$ cat config.mk
export PLATFORM = sky130hd
export DESIGN_NAME = serial_dac_frontend
export DESIGN_NICKNAME = d
export VERILOG_FILES = /design/src/rtl/dacfe_pkg.sv /design/src/rtl/dacfe_sync.sv /design/src/rtl/dacfe_clr_sync.sv /design/src/rtl/dacfe_strobe_qual.sv /design/src/rtl/serial_dac_frontend.sv
export SDC_FILE = /design/constraint.sdc
export NUM_CORES = 1
export LEC_CHECK = 0
export ABC_AREA = 1
export BUFFER_PORTS_ARGS = -buffer_cell sky130_fd_sc_hd__buf_2
export CORE_MARGIN = 2
export CORE_UTILIZATION = 30
export DETAILED_ROUTE_END_ITERATION = 8
export PLACE_DENSITY = 0.48
export SLEW_MARGIN = 15
export SYNTH_ARGS = -nofsm -noshare
export SYNTH_HDL_FRONTEND = slang
export SYNTH_SLANG_ARGS = --single-unit
$ cat constraint.sdc
create_clock -name clk -period 0.8 [get_ports clk]
set_input_delay 0.12 -clock clk [delete_from_list [all_inputs] [get_ports clk]]
set_output_delay 0.12 -clock clk [all_outputs]
set_load 0.02 [all_outputs]
$ cat src/rtl/dacfe_pkg.sv
package dacfe_pkg;
    // Strobe ordering: bit0 = p1, bit1 = p2, bit2 = n3, bit3 = p4
    localparam int NUM_STROBES = 4;
    localparam logic [NUM_STROBES-1:0] STROBE_IDLE = 4'b0100;
    localparam int NUM_LOADS = 2;
endpackage

$ cat src/rtl/dacfe_sync.sv
module dacfe_sync #(
    parameter int          WIDTH     = 1,
    parameter int          STAGES    = 2,
    parameter logic [WIDTH-1:0] RESET_VAL = '0
) (
    input  logic             clk,
    input  logic             rst_n,
    input  logic [WIDTH-1:0] async_in,
    output logic [WIDTH-1:0] sync_out
);
    logic [WIDTH-1:0] stage_q [STAGES];

    generate
        for (genvar s = 0; s < STAGES; s++) begin : g_stage
            if (s == 0) begin : g_first
                always_ff @(posedge clk or negedge rst_n) begin
                    if (!rst_n) stage_q[s] <= RESET_VAL;
                    else        stage_q[s] <= async_in;
                end
            end else begin : g_rest
                always_ff @(posedge clk or negedge rst_n) begin
                    if (!rst_n) stage_q[s] <= RESET_VAL;
                    else        stage_q[s] <= stage_q[s-1];
                end
            end
        end
    endgenerate

    assign sync_out = stage_q[STAGES-1];
endmodule

$ cat src/rtl/dacfe_clr_sync.sv
module dacfe_clr_sync #(
    parameter int STAGES = 2
) (
    input  logic clk,
    input  logic rst_n,
    input  logic clear_n,
    output logic clr_release
);
    logic [STAGES-1:0] chain_d, chain_q;
    logic              arst_n;

    assign arst_n = rst_n & clear_n;

    always_comb begin
        chain_d = {chain_q[STAGES-2:0], 1'b1};
    end

    always_ff @(posedge clk or negedge arst_n) begin
        if (!arst_n) chain_q <= '0;
        else         chain_q <= chain_d;
    end

    assign clr_release = chain_q[STAGES-1];
endmodule

$ cat src/rtl/dacfe_strobe_qual.sv
module dacfe_strobe_qual #(
    parameter int                N    = 4,
    parameter logic [N-1:0]      IDLE = '0
) (
    input  logic [N-1:0] cur,
    input  logic [N-1:0] prev,
    output logic         shift_en
);
    logic [N-1:0] away;
    logic [N-1:0] qual;

    assign away = cur ^ IDLE;

    generate
        for (genvar i = 0; i < N; i++) begin : g_strobe
            logic [N-1:0] others_mask;
            logic         lead_edge;
            assign others_mask = ~(N'(1) << i);
            assign lead_edge   = (prev[i] == IDLE[i]) && (cur[i] != IDLE[i]);
            assign qual[i]     = lead_edge && ((away & others_mask) == '0);
        end
    endgenerate

    assign shift_en = |qual;
endmodule

$ cat src/rtl/serial_dac_frontend.sv
module serial_dac_frontend
    import dacfe_pkg::*;
#(
    parameter int WIDTH       = 12,
    parameter int SYNC_STAGES = 2
) (
    input  logic             clk,
    input  logic             rst_n,
    input  logic             serial_in,
    input  logic             strobe_p1,
    input  logic             strobe_p2,
    input  logic             strobe_n3,
    input  logic             strobe_p4,
    input  logic             load_a_n,
    input  logic             load_b_n,
    input  logic             clear_n,
    output logic [WIDTH-1:0] hold_q,
    output logic [WIDTH-1:0] shift_q
);
    localparam int PIN_W = 1 + NUM_LOADS + NUM_STROBES;
    localparam logic [PIN_W-1:0] PIN_RST = {1'b0, {NUM_LOADS{1'b1}}, STROBE_IDLE};

    typedef struct packed {
        logic [WIDTH-1:0]       shift;
        logic [NUM_STROBES-1:0] strb_prev;
    } regs_t;

    regs_t                  regs_d, regs_q;
    logic [WIDTH-1:0]       hold_d;
    logic [PIN_W-1:0]       pins_raw, pins_s;
    logic [NUM_STROBES-1:0] strb_s;
    logic [NUM_LOADS-1:0]   load_s;
    logic                   sdi_s;
    logic                   shift_en;
    logic                   clr_rel;
    logic                   hold_rst_n;

    assign pins_raw = {serial_in, load_b_n, load_a_n,
                       strobe_p4, strobe_n3, strobe_p2, strobe_p1};

    dacfe_sync #(.WIDTH(PIN_W), .STAGES(SYNC_STAGES), .RESET_VAL(PIN_RST)) u_pin_sync (
        .clk      (clk),
        .rst_n    (rst_n),
        .async_in (pins_raw),
        .sync_out (pins_s)
    );

    assign strb_s = pins_s[NUM_STROBES-1:0];
    assign load_s = pins_s[NUM_STROBES +: NUM_LOADS];
    assign sdi_s  = pins_s[PIN_W-1];

    dacfe_clr_sync #(.STAGES(SYNC_STAGES)) u_clr_sync (
        .clk         (clk),
        .rst_n       (rst_n),
        .clear_n     (clear_n),
        .clr_release (clr_rel)
    );

    dacfe_strobe_qual #(.N(NUM_STROBES), .IDLE(STROBE_IDLE)) u_qual (
        .cur      (strb_s),
        .prev     (regs_q.strb_prev),
        .shift_en (shift_en)
    );

    always_comb begin
        regs_d           = regs_q;
        regs_d.strb_prev = strb_s;
        if (shift_en) begin
            regs_d.shift = {regs_q.shift[WIDTH-2:0], sdi_s};
        end
        hold_d = hold_q;
        if (load_s == '0) begin
            hold_d = regs_q.shift;
        end
    end

    always_ff @(posedge clk or negedge rst_n) begin
        if (!rst_n) regs_q <= '{shift: '0, strb_prev: STROBE_IDLE};
        else        regs_q <= regs_d;
    end

    assign hold_rst_n = rst_n & clr_rel;

    always_ff @(posedge clk or negedge hold_rst_n) begin
        if (!hold_rst_n) hold_q <= '0;
        else             hold_q <= hold_d;
    end

    assign shift_q = regs_q.shift;
endmodule

==> results.tsv <==
stage	metric	value	unit
power_and_ir_drop	power_density	2980	nW/um2
finish	design_area	2440	um2
power_and_ir_drop	peakVddDrop	1.61	mV
clocking	cts_root_buffer	clkbuf_8	
route	drc	0	
synth	avgSynthCellArea	12.4	um2
finish	final_cells	257	
route	drt-initial-drc-count	39	
die	ios	34	
clocking	cts_tree	yes	
worst_setup_path	critPathKind	flop to flop	
worst_hold_path	hold_class	input pin to async pin	
die	num_rows	26	
finish	antennaDiodeCount	0	
die	start_util	31.2	%
outcome	run_status	finished with violations	
sta	skew	8.48	ps
finish	postLayoutCoreUtil	47.4	%
grt	antenna_found_initial	0	
worst_setup_path	path_cells	inv_1, o21ai_2, nand3_4, buf_6, nand3_2, nand2_1	
clocking	clk_pin_slew	80	ps
clocking	h-tree-depth	2	
worst_setup_path	worstPathMaxFanout	6	
synth	syn_inst	129	
finish	nFillCells	501	
sta	fin_ws	-459	ps
clocking	clock_path_buffers	2	
synth	syn-num-nets	139	
route	dr.pass1.iters	4	
clocking	clkSinkCount	44	
finish	drive_above_1_share	56.7	%
grt	grt_usage	12.4	%
die	die_x	77.2	um
power_and_ir_drop	p_leak	1.21	nW
sta	rsz0062_at_grt	yes	
sta	whs	211	ps
route	routedWlPerCell	12.6	um
worst_setup_path	r2r-start	regs_q[2]	
die	die_y	77.2	um
route	drt-total-wl	3.23	mm
synth	ys_ff_latch	44	
finish	area_delta_synth_final	51.9	%
sta	finalHoldViolCount	0	
grt	grt_overflow_total	0	
job	cap_violations	0	
sta	finalCritPeriodShare	157	%
place	dp_hpwl	2.02	mm
place	dp.cells	225	
die	dieArea	5950	um2
outcome	violations	negative setup slack	
sta	min_period	1260	ps
sta	finalSetupViolCount	48	
grt	grt_pass1_vias	1170	
synth	ys_seq_area_share	69.1	%
synth	synth_area	1610	um2
place	place_area	1820	um2
route	vias	1068	
clocking	clkLatencyLatePin	290	ps
worst_setup_path	setup.worst_path.end_class	flop	
finish	seq_area	1110	um2
place	gp_congestion	0.720	
sta	slew_violations	0	
synth	yosys.cell_types.count	14	
grt	grt_pass1_wl	5.66	mm
worst_setup_path	critPathMaxStageDelay	520	ps
finish	multi_input_area	480	um2
finish	layout_commonest_cell	dfrtp_1	
worst_setup_path	critPathSlowestCell	dfstp_2	
worst_setup_path	startpoint_type	flop	
worst_setup_path	startpoint	regs_q[2]	
route	viasPerCell	4.16	
clocking	numCtsBuffers	5	
worst_setup_path	cp.arrival	1450	ps
grt	grt_max_degree	17	
route	ant_nets	0	
worst_setup_path	critPathBufInv	2	
die	fp.coreArea	5140	um2
worst_setup_path	cp_data_required_time	990	ps
place	port_buffers	33	
synth	yosys_warnings	0	
sta	fmax	794	MHz
worst_setup_path	critPathTopFamily	flip-flops	
finish	fin_nets	196	
finish	final_cell_mix	dfrtp_1, buf_6, nand2_1	
synth_stat cells:
cell     number  area [um2]
dfrtp_1      37         926
nand2_1      30         113
buf_4        13        97.6
nand3_1      13        65.1
mux2_2       12         135
dfstp_2       7         184
inv_1         6        22.5
nor2_1        3        11.3
buf_2         2        10.0
o21ai_0       2        10.0
buf_6         1        11.3
conb_1        1        3.75
nand2_2       1        6.26
nand3_2       1        10.0
worst paths after layout:
path / to / slack (ps) / cells past startpoint
worst max-delay path: shift_q[8] / -460 / 6
worst min-delay path: u_clr_sync.chain_q[0] / 210 / 4
worst max register to register: shift_q[8] / -460 / 6
worst min register to register: hold_q[0] / 250 / 3
max in group asynchronous: u_clr_sync.chain_q[1] / 180 / 5
min in group clk: u_pin_sync.sync_out[6] / 340 / 0
worst min-delay path, delay by kind of cell:
family / cells / cell delay (ps)
simple gates: 1 / 40
buf+inv: 3 / 670
cell type report:
cell class,count,area share [%]
clock buffers,7,3.95
clock inverters,1,1.23
inverters,6,0.924
multi-input cells,63,19.7
flip-flops and latches,44,45.5
well taps,70,3.59
repair buffers,66,25.1
sequential cells by signal, indices dropped and copies added, names as in the netlist:
name	flops
regs_q	4
shift_q	12
hold_q	12
u_pin_sync.sync_out	7
u_pin_sync.stage_q	7
u_clr_sync.chain_q	2
timing repair:
| action | CTS | global route |
|---|---|---|
| gates resized for setup | 74 | 6 |
| hold buffers | 9 | 0 |
| pin swaps | 25 | 5 |
| endpoints found under the hold margin | 44 | 0 |
| setup endpoints to repair | 48 | 48 |
| cloned | 0 | 0 |
| buffers inserted | 14 | 1 |
routing by layer:
metal | track usage [%] | up-vias | wire length (um)
li1 | - | 512 | -
met1 | 14.9 | 525 | 1330
met2 | 20.4 | 26 | 1640
met3 | 4.12 | 5 | 196
met4 | 4.82 | 0 | 58
met5 | 0 | - | 0
kinds of logic (layout without fill, tap and decap cells):
kind of cell | count (synthesis) | after routing | share of synthesized area, %
AO/OA/AOI/OAI | 2 | 2 | 0.624
buffers and inverters | 22 | 80 | 8.81
flip-flops | 44 | 44 | 69.1
multiplexers | 12 | 12 | 8.42
other | 1 | 1 | 0.234
AND/OR/NAND/NOR | 48 | 48 | 12.8
metrics by stage:
stage | power, mW | TNS (ps) | setup WS [ps]
floorplan | 4.14 | -7090 | -364
global placement | 4.46 | -9680 | -424
detailed placement | 4.49 | -10180 | -452
CTS | 7.29 | -12530 | -432
global route | 7.65 | -14440 | -515
finish | 7.26 | -12490 | -459
report_power, final:
| part | internal (mW) | switching [mW] | total [mW] |
|---|---|---|---|
| logic | 1.33 | 1.11 | 2.45 |
| registers | 2.67 | 0.316 | 2.99 |
| clock network | 1.10 | 0.725 | 1.83 |
| total | 5.10 | 2.16 | 7.26 |
(Power assumes the default switching activity.)
